===== config.mk =====
export PLATFORM = sky130hd
export DESIGN_NAME = abus_park_arb
export DESIGN_NICKNAME = d
export VERILOG_FILES = /design/src/rtl/abus_pkg.sv /design/src/rtl/abus_prio_pick.sv /design/src/rtl/abus_align_chk.sv /design/src/rtl/abus_burst_track.sv /design/src/rtl/abus_park_arb.sv
export SDC_FILE = /design/constraint.sdc
export NUM_CORES = 1
export LEC_CHECK = 0
export BUFFER_PORTS_ARGS = -buffer_cell sky130_fd_sc_hd__buf_2
export CAP_MARGIN = 20
export CORE_AREA = 2 2 138 140
export CTS_CLUSTER_SIZE = 8
export DETAILED_ROUTE_END_ITERATION = 8
export DIE_AREA = 0 0 140 142
export HOLD_SLACK_MARGIN = 0.05
export PLACE_DENSITY = 0.51
export SYNTH_ARGS = -nofsm -noshare
export SYNTH_HDL_FRONTEND = slang
export SYNTH_SLANG_ARGS = --single-unit
export TNS_END_PERCENT = 100

===== constraint.sdc =====
create_clock -name clk -period 4.9 [get_ports clk]
set_clock_uncertainty 0.05 [all_clocks]
set_input_delay 0.49 -clock clk [delete_from_list [all_inputs] [get_ports clk]]
set_output_delay 0.49 -clock clk [all_outputs]
set_load 0.02 [all_outputs]

===== src/rtl/abus_pkg.sv =====
package abus_pkg;

   typedef enum logic [1:0] {
      SZ_BYTE = 2'b00,
      SZ_HALF = 2'b01,
      SZ_WORD = 2'b10,
      SZ_RSVD = 2'b11
   } xfer_size_e;

   function automatic logic [2:0] size_bytes(input logic [1:0] sz);
      case (sz)
         SZ_BYTE: size_bytes = 3'd1;
         SZ_HALF: size_bytes = 3'd2;
         default: size_bytes = 3'd4;
      endcase
   endfunction

endpackage


===== src/rtl/abus_prio_pick.sv =====
module abus_prio_pick #(
   parameter int NUM_MASTERS = 4,
   localparam int IDX_W = (NUM_MASTERS > 1) ? $clog2(NUM_MASTERS) : 1
) (
   input  logic [NUM_MASTERS-1:0] req_i,
   output logic                   any_o,
   output logic [IDX_W-1:0]       idx_o
);
   always_comb begin
      idx_o = '0;
      for (int m = NUM_MASTERS - 1; m >= 0; m--) begin
         if (req_i[m]) idx_o = IDX_W'(m);
      end
   end

   assign any_o = |req_i;
endmodule


===== src/rtl/abus_align_chk.sv =====
module abus_align_chk #(
   parameter int ADDR_W = 32
) (
   input  logic [ADDR_W-1:0] addr_i,
   input  logic [1:0]        size_i,
   output logic              mis_o
);
   import abus_pkg::*;

   always_comb begin
      case (xfer_size_e'(size_i))
         SZ_BYTE: mis_o = 1'b0;
         SZ_HALF: mis_o = addr_i[0];
         SZ_WORD: mis_o = |addr_i[1:0];
         default: mis_o = 1'b1;
      endcase
   end
endmodule


===== src/rtl/abus_burst_track.sv =====
module abus_burst_track #(
   parameter int ADDR_W = 32
) (
   input  logic              clk,
   input  logic              rst_n,
   input  logic              beat_i,
   input  logic              hold_i,
   input  logic [ADDR_W-1:0] addr_i,
   input  logic [1:0]        size_i,
   output logic              seq_err_o
);
   import abus_pkg::*;

   logic [ADDR_W-1:0] next_addr_q;
   logic              in_burst_q;

   always_ff @(posedge clk or negedge rst_n) begin
      if (!rst_n) begin
         next_addr_q <= '0;
         in_burst_q  <= 1'b0;
      end else begin
         in_burst_q <= hold_i;
         if (beat_i) next_addr_q <= addr_i + ADDR_W'(size_bytes(size_i));
      end
   end

   assign seq_err_o = beat_i & in_burst_q & (addr_i != next_addr_q);
endmodule


===== src/rtl/abus_park_arb.sv =====
module abus_park_arb #(
   parameter int NUM_MASTERS  = 4,
   parameter int ADDR_W       = 32,
   parameter int DATA_W       = 32,
   parameter bit PARK_ON_LAST = 1'b1,
   localparam int IDX_W = (NUM_MASTERS > 1) ? $clog2(NUM_MASTERS) : 1
) (
   input  logic                          clk,
   input  logic                          rst_n,
   input  logic [NUM_MASTERS-1:0]        req_i,
   input  logic [NUM_MASTERS-1:0]        sel_i,
   input  logic [NUM_MASTERS-1:0]        seq_i,
   input  logic [NUM_MASTERS*ADDR_W-1:0] addr_i,
   input  logic [NUM_MASTERS*DATA_W-1:0] wdata_i,
   input  logic [NUM_MASTERS*2-1:0]      size_i,
   output logic [NUM_MASTERS-1:0]        gnt_o,
   output logic                          busy_o,
   output logic [ADDR_W-1:0]             addr_o,
   output logic [DATA_W-1:0]             wdata_o,
   output logic [1:0]                    size_o,
   output logic                          mis_err_o,
   output logic                          seq_err_o
);
   initial begin
      assert (NUM_MASTERS >= 2) else $error("NUM_MASTERS must be at least 2");
      assert (ADDR_W >= 8) else $error("ADDR_W must be at least 8");
      assert (DATA_W >= 8) else $error("DATA_W must be at least 8");
   end

   logic [ADDR_W-1:0] addr_arr  [NUM_MASTERS];
   logic [DATA_W-1:0] wdata_arr [NUM_MASTERS];
   logic [1:0]        size_arr  [NUM_MASTERS];

   logic [IDX_W-1:0] owner_q, owner_d, last_q, last_d, pick_idx, park_idx;
   logic             any_req, held, mis;

   for (genvar g = 0; g < NUM_MASTERS; g++) begin : g_lane
      assign addr_arr[g]  = addr_i[g*ADDR_W +: ADDR_W];
      assign wdata_arr[g] = wdata_i[g*DATA_W +: DATA_W];
      assign size_arr[g]  = size_i[g*2 +: 2];
      assign gnt_o[g]     = (owner_q == IDX_W'(g));
   end

   assign addr_o  = addr_arr[owner_q];
   assign wdata_o = wdata_arr[owner_q];
   assign size_o  = size_arr[owner_q];
   assign busy_o  = sel_i[owner_q];
   assign held    = busy_o & seq_i[owner_q];
   assign last_d  = busy_o ? owner_q : last_q;

   if (PARK_ON_LAST) begin : g_park_last
      assign park_idx = last_d;
   end else begin : g_park_zero
      assign park_idx = '0;
   end

   abus_prio_pick #(.NUM_MASTERS(NUM_MASTERS)) pick_i (
      .req_i (req_i),
      .any_o (any_req),
      .idx_o (pick_idx)
   );

   always_comb begin
      if (held)         owner_d = owner_q;
      else if (any_req) owner_d = pick_idx;
      else              owner_d = park_idx;
   end

   always_ff @(posedge clk or negedge rst_n) begin
      if (!rst_n) begin
         owner_q <= '0;
         last_q  <= '0;
      end else begin
         owner_q <= owner_d;
         last_q  <= last_d;
      end
   end

   abus_align_chk #(.ADDR_W(ADDR_W)) align_i (
      .addr_i (addr_o),
      .size_i (size_o),
      .mis_o  (mis)
   );
   assign mis_err_o = busy_o & mis;

   abus_burst_track #(.ADDR_W(ADDR_W)) burst_i (
      .clk       (clk),
      .rst_n     (rst_n),
      .beat_i    (busy_o),
      .hold_i    (held),
      .addr_i    (addr_o),
      .size_i    (size_o),
      .seq_err_o (seq_err_o)
   );
endmodule


==> results of run 1 <==
## cell usage in the layout, fill, tap and decap left out, types with 4 or more instances in the layout
cell,instances
nor2_1,23
a31oi_1,12
or4_1,6
a21oi_1,8
o31ai_1,4
buf_4,5
buf_2,350
xnor2_1,41
nand3_1,14
inv_1,8
o21ai_0,17
o211ai_1,4
dfrtp_1,35
and3_1,7
nor4_1,8
nand2_1,40
mux4_2,65
nor3_1,11
nand4_1,14
clkbuf_16,5
## Yosys cell counts (4+ instances only)
library cell  count  area share (%)
or4_1             6             1.0
o31ai_1           4            0.69
o21ai_0          17             1.9
a21oi_1           8            0.92
a31oi_1          12             1.7
nor4_1            8             1.1
nand4_1          14             2.0
nor3_1           11             1.3
nor2_1           23             2.0
inv_1             8            0.69
and3_1            7             1.0
clkbuf_1          8            0.69
nand2_1          40             3.4
mux4_2           65              33
xnor2_1          41             8.2
nand3_1          14             1.6
buf_1             5            0.43
o211ai_1          4            0.69
buf_2            11             1.3
dfrtp_1          37              21
buf_4             4            0.69
## per-stage QoR
stage	instance area, sq um	utilization [%]	worst slack, ps	cells
5_1_grt	6410	34.7	710	966
2_1_floorplan	4370	-	1000	403
4_1_cts	6410	34.7	952	966
3_5_place_dp	6250	33.9	1190	958
3_3_place_gp	6250	33.9	1220	958
6_report	6410	34.7	1030	966
## power by group through the flow
stage	clock, mW	combinational [mW]	sequential, mW
finish	0.346	1.61	0.580
global placement	0	1.63	0.587
global route	0.367	1.75	0.602
CTS	0.352	1.64	0.585
floorplan	0	1.22	0.516
detailed placement	0	1.64	0.588
## cells by family (layout without fill, tap and decap cells)
logic type                 after synthesis  count (layout)  share of synthesized area (%)
AOI/OAI and AO/OA                       60              60                           8.93
xor gates and xnor gates                44              44                           8.82
adders and majority gates                4               4                           1.32
buffers and inverters                   43             372                           5.64
DFF                                     37              37                           21.2
muxes                                   72              72                           36.3
and+or+nand+nor                        143             143                           17.9
## cell type report
type	instances	share of cell area [%]
clock inverter	1	0.0781
tap	234	4.57
multi-input combinational	323	49.9
timing repair buffer	355	27.9
sequential	37	14.6
clock buffer	7	2.38
inverter	9	0.527
## layer usage
metal / vias to the layer above / wire length (um) / GRT usage [%]
met4: 0 / 129 / 2.29
met1: 2338 / 7850 / 23.5
met5: - / 0 / 0
li1: 2251 / - / -
met2: 180 / 9880 / 31.9
met3: 8 / 1160 / 3.87
## flip-flops by register name (all words and copies together) (netlist names)
signal,count
last_q,2
burst_i.next_addr_q,32
burst_i.in_burst_q,1
owner_q,2
## path summary, 6_finish.rpt
kind	start	endpoint	slack [ps]	cells past startpoint
worst max-delay path	owner_q[0]$_DFFE_PN0N_	seq_err_o	1030	7
worst min-delay path	rst_n	burst_i.next_addr_q[6]$_DFFE_PN0P_	280	1
worst max register to register	owner_q[0]$_DFFE_PN0N_	burst_i.next_addr_q[30]$_DFFE_PN0P_	1170	9
worst min register to register	burst_i.next_addr_q[0]$_DFFE_PN0P_	burst_i.next_addr_q[0]$_DFFE_PN0P_	440	2
max in group asynchronous	rst_n	owner_q[1]$_DFFE_PN0N_	3850	1
min in group clk	req_i[1]	owner_q[1]$_DFFE_PN0N_	380	2
==> impl_metrics.csv, run 1 <==
group,metric,value,unit
grt,grt_pass1_vias,4634,
route,drtAntennaViolNets,0,
setup_path,crit_fanout,35,
pwr,p_int,1.38,mW
setup_path,critPathSlowestCell,"dfrtp_4",
yosys,syn-num-nets,685,
floorplan,fp.dieW,140,um
outcome,outcome,"finished with violations",
sta,layout_min_cycle_time,3870,ps
setup_path,path_delay_family,"buffers and inverters",
yosys,post_synth.cell_area_avg,10.8,sq um
pwr,power,2.54,mW
finish,layout.nets,1013,
yosys,synthCells,403,
route,drt_pre_antenna_iters,8,
sta,setup_violations,0,
setup_path,startpoint_type,"flop",
route,routed_wl,19000,um
sta,slew_viol_final,0,
sta,fmax,0.258,GHz
route,detail_route.vias_per_cell,4.95,
clock_network,ctsHoldBuffers,0,
pwr,switchingPower,1.16,mW
floorplan,die_y,142,um
pwr,power_density,396,nW/um^2
pwr,clkPwrFrac,13.6,%
pwr,leakage,2.86,nW
outcome,violations,"design-rule violations",
grt,grt.total_usage,18.0,%
floorplan,rows,50,
yosys,synth_top_flop_cell,"dfrtp_1",
finish,fillers,1942,
setup_path,cp_cell_sequence,"buf_4 > mux4_2 > xnor2_1 > nand4_1 > nor4_1 > a21oi_1 > buf_2",
clock_network,cts_made_buffers,5,
placed_design,place_congestion,0.817,
finish,syn2layout_area_growth,46.5,%
clock_network,htreeDepth,2,
setup_path,cp.required,4360,ps
finish,seq_area,933,sq um
finish,antenna_cells,0,
yosys,ys_seq_area_share,21.2,%
finish,multi_input_area,3200,sq um
route,wl_per_cell,19.7,um
floorplan,floorplan.initialDensity,23.7,%
sta,fin_tns_setup,0,ps
pwr,sw_frac_of_total,45.7,%
job,drv_cap,0,
grt,antenna_found_initial,0,
placed_design,portBuffers,350,
route,vias,4777,
yosys,async_reset_ff_share,100,%
yosys,netlist_area,4370,sq um
clock_network,cts_tree,"yes",
pwr,seqPwrFrac,22.8,%
hold_path,min_path_type,"input port to async pin",
floorplan,die_area,19900,sq um
grt,grt_max_degree,44,
route,dr.first_iter.drc_count,239,
clock_network,ctsResizeCount,0,
clock_network,post-cts-setup-buffers,0,
setup_path,path_class,"flop to output pin",
setup_path,path_buf_inv,2,
clock_network,clkTransAtPathRegs,60,ps
pwr,comb_power_share,63.5,%
grt,grt_pass1_wl,27400,um
setup_path,endpoint_kind,"output pin",
sta,rsz0062_at_grt,"no",
clock_network,cts_sinks,37,
route,drc,9,
setup_path,worstPathArrival,3330,ps
setup_path,critPathMaxStageDelay,720,ps
clock_network,root_buffer,"clkbuf_16",
placed_design,place_hpwl,16100,um
clock_network,clock_path_buffers,2,
floorplan,num_io_pins,351,
floorplan,coreArea,18500,sq um
pwr,irDropWorstVdd,0.230,mV
finish,drive_gt1_share,60.0,%
sta,fin_crit_sh,79.1,%
sta,hold_viol,0,
yosys,ys_ff_latch,37,
yosys,synth_edf_count,0,
yosys,ys_types,52,
yosys,yosys_warnings,0,
sta,hold_slack,282,ps
grt,grt.overflow.total,0,
sta,slew_headroom,32.3,%
clock_network,clkLatencyLatePin,280,ps
sta,worst_slew_pin_slew,1010,ps
Note: power is estimated with default switching activity, not from simulation.
==> inputs of run 2 (changes only) <==
--- a/config.mk
+++ b/config.mk
@@ -7,12 +7,12 @@
 export LEC_CHECK = 0
 export BUFFER_PORTS_ARGS = -buffer_cell sky130_fd_sc_hd__buf_2
 export CAP_MARGIN = 20
-export CORE_AREA = 2 2 138 140
+export CORE_AREA = 2 2 137 139
 export CTS_CLUSTER_SIZE = 8
 export DETAILED_ROUTE_END_ITERATION = 8
-export DIE_AREA = 0 0 140 142
+export DIE_AREA = 0 0 139 141
 export HOLD_SLACK_MARGIN = 0.05
-export PLACE_DENSITY = 0.51
+export PLACE_DENSITY = 0.54
 export SYNTH_ARGS = -nofsm -noshare
 export SYNTH_HDL_FRONTEND = slang
 export SYNTH_SLANG_ARGS = --single-unit
==> constraint.sdc (replaced) <==
create_clock -name clk -period 3.2 [get_ports clk]
set_clock_uncertainty 0.05 [all_clocks]
set_input_delay 0.32 -clock clk [delete_from_list [all_inputs] [get_ports clk]]
set_output_delay 0.32 -clock clk [all_outputs]
set_load 0.02 [all_outputs]
==> run 2 against run 1 <==
Compared with the run above: the run now ends clean; total power up 66%; critical path type unchanged; highest routed layer unchanged; sequential share of layout area shrank 0.85 points; combinational power increased by 76%; critical path depth unchanged.
==> impl_metrics.csv, run 2 (synthesis gave the netlist of run 1 again) <==
group,metric,value,unit
route,drtAntennaViolNets,0,
pwr,irDropWorstVdd,0.320,mV
sta,fmax,0.329,GHz
grt,grt_max_degree,42,
route,drc,0,
setup_path,path_class,"flop to output pin",
floorplan,fp.dieW,139,um
clock_network,clkLatencyLatePin,280,ps
clock_network,root_buffer,"clkbuf_16",
floorplan,die_area,19600,sq um
sta,layout_setup_ws,163,ps
route,wl_per_cell,19.4,um
clock_network,cts_tree,"yes",
setup_path,startpoint_type,"flop",
setup_path,path_delay_family,"buffers and inverters",
pwr,switchingPower,1.87,mW
grt,grt.total_usage,18.4,%
floorplan,rows,50,
outcome,outcome,"finished, final reports clean",
sta,layout_min_cycle_time,3040,ps
finish,syn2layout_area_growth,55.7,%
setup_path,rr_worst_depth,9,
route,drt_pre_antenna_iters,5,
setup_path,crit_start,"owner_q[1]$_DFFE_PN0N_",
placed_design,place_hpwl,16200,um
pwr,sw_frac_of_total,44.3,%
setup_path,r2r_end,"burst_i.next_addr_q[30]$_DFFE_PN0P_",
clock_network,cts_made_buffers,5,
setup_path,worstPathArrival,2670,ps
finish,layout_commonest_cell,"buf_2",
finish,mostFrequentLayoutCells,"350 x buf_2, 67 x mux4_2, 40 x nand2_1, 40 x xnor2_1, 35 x dfrtp_1",
sta,rsz0062_at_grt,"no",
clock_network,htreeDepth,2,
sta,slew_viol_final,0,
route,routed_wl,19400,um
finish,drive_gt1_share,63.2,%
grt,grt_pass1_vias,4810,
setup_path,cp_num_cells,7,
sta,worst_slew_pin_slew,894,ps
route,vias,4894,
placed_design,pre_cts_slack,64.7,ps
floorplan,num_io_pins,351,
grt,grt_pass1_wl,27900,um
finish,layout.nets,1046,
finish,largest_register_ffs,32,
sta,fin_crit_sh,94.9,%
placed_design,placed_cells,983,
clock_network,clkTransAtPathRegs,60,ps
placed_design,postPlaceCellArea,6480,sq um
grt,antenna_found_initial,1,
job,drv_cap,0,
placed_design,place_congestion,0.846,
setup_path,cp.required,2830,ps
floorplan,coreArea,18300,sq um
finish,multi_input_area,3260,sq um
finish,top_register,"burst_i.next_addr_q",
route,detail_route.vias_per_cell,4.90,
setup_path,r2r_setup_slack,170,ps
setup_path,crit_end,"seq_err_o",
pwr,power_density,619,nW/um^2
finish,fillers,1938,
finish,final_area,6810,sq um
hold_path,min_path_type,"input port to async pin",
setup_path,critPathMaxStageDelay,490,ps
setup_path,endpoint_kind,"output pin",
finish,final_cell_count_no_fill,998,
pwr,leakage,3.06,nW
sta,fin_tns_setup,0,ps
pwr,clkPwrFrac,13.3,%
floorplan,floorplan.initialDensity,23.9,%
pwr,comb_power_share,67.1,%
sta,hold_slack,115,ps
finish,fin_util,37.3,%
clock_network,cts_sinks,37,
grt,grt.overflow.total,0,
sta,hold_viol,0,
setup_path,r2r-start,"owner_q[0]$_DFFE_PN0N_",
finish,seq_area,933,sq um
sta,slew_headroom,40.4,%
pwr,p_int,2.35,mW
finish,largest_registers,"burst_i.next_addr_q (32), last_q (2), owner_q (2)",
pwr,power,4.21,mW
clock_network,clock_path_buffers,2,
finish,antenna_cells,0,
setup_path,path_buf_inv,2,
floorplan,die_y,141,um
setup_path,cp_cell_sequence,"buf_4 > mux4_2 > xnor2_1 > nand4_1 > nor4_2 > a21oi_1 > buf_2",
route,dr.first_iter.drc_count,232,
setup_path,crit_fanout,39,
placed_design,portBuffers,350,
sta,setup_violations,0,
setup_path,critPathSlowestCell,"dfrtp_4",
pwr,seqPwrFrac,19.6,%
-- run 2: worst register-to-register path, delay by kind of cell (launching register included) --
kind                       cells  cell delay (ps)
AOI/OAI and AO/OA              2              330
adders and majority gates      2              360
DFF                            1              460
muxes                          1              570
and+or+nand+nor                4             1170
-- run 2: timing repair --
action	4_1_cts	5_1_grt
gates resized for setup	1	13
hold endpoints to repair	0	0
setup buffers	0	6
pin swaps	0	2
hold buffers	0	0
setup endpoints to repair	1	8
gates cloned	1	1
-- run 2: how the worst min path moves through the flow --
stage	cells past startpoint	to	slack, ps	from
finish	1	burst_i.next_addr_q[16]$_DFFE_PN0P_	110	rst_n
global route	1	burst_i.next_addr_q[6]$_DFFE_PN0P_	190	rst_n
CTS	1	burst_i.next_addr_q[20]$_DFFE_PN0P_	160	rst_n
detailed placement	2	burst_i.next_addr_q[0]$_DFFE_PN0P_	430	burst_i.next_addr_q[0]$_DFFE_PN0P_
global placement	2	burst_i.next_addr_q[1]$_DFFE_PN0P_	430	burst_i.next_addr_q[1]$_DFFE_PN0P_
floorplan	0	burst_i.in_burst_q$_DFF_PN0_	-30	rst_n
-- run 2: power groups by stage --
| stage | clock network [mW] | registers [mW] | logic (mW) |
|---|---|---|---|
| floorplan | 0 | 0.790 | 1.90 |
| global placement | 0 | 0.829 | 2.70 |
| detailed placement | 0 | 0.832 | 2.71 |
| CTS | 0.573 | 0.825 | 2.75 |
| global route | 0.593 | 0.855 | 3.05 |
| finish | 0.562 | 0.826 | 2.83 |
-- run 2: metal layers --
metal	up-vias	wire length (um)	track usage, %
met2	200	9650	31.2
met1	2355	8010	23.9
li1	2319	-	-
met5	-	0	0
met3	20	1440	4.62
met4	0	264	3.56
-- run 2: cell type report --
type,instances,area share (%)
Timing Repair Buffer,388,31.2
Inverter,9,0.496
Multi-Input combinational cell,323,47.9
Clock buffer,5,1.84
Sequential cell,37,13.7
Clock inverter,2,0.515
Tap cell,234,4.30
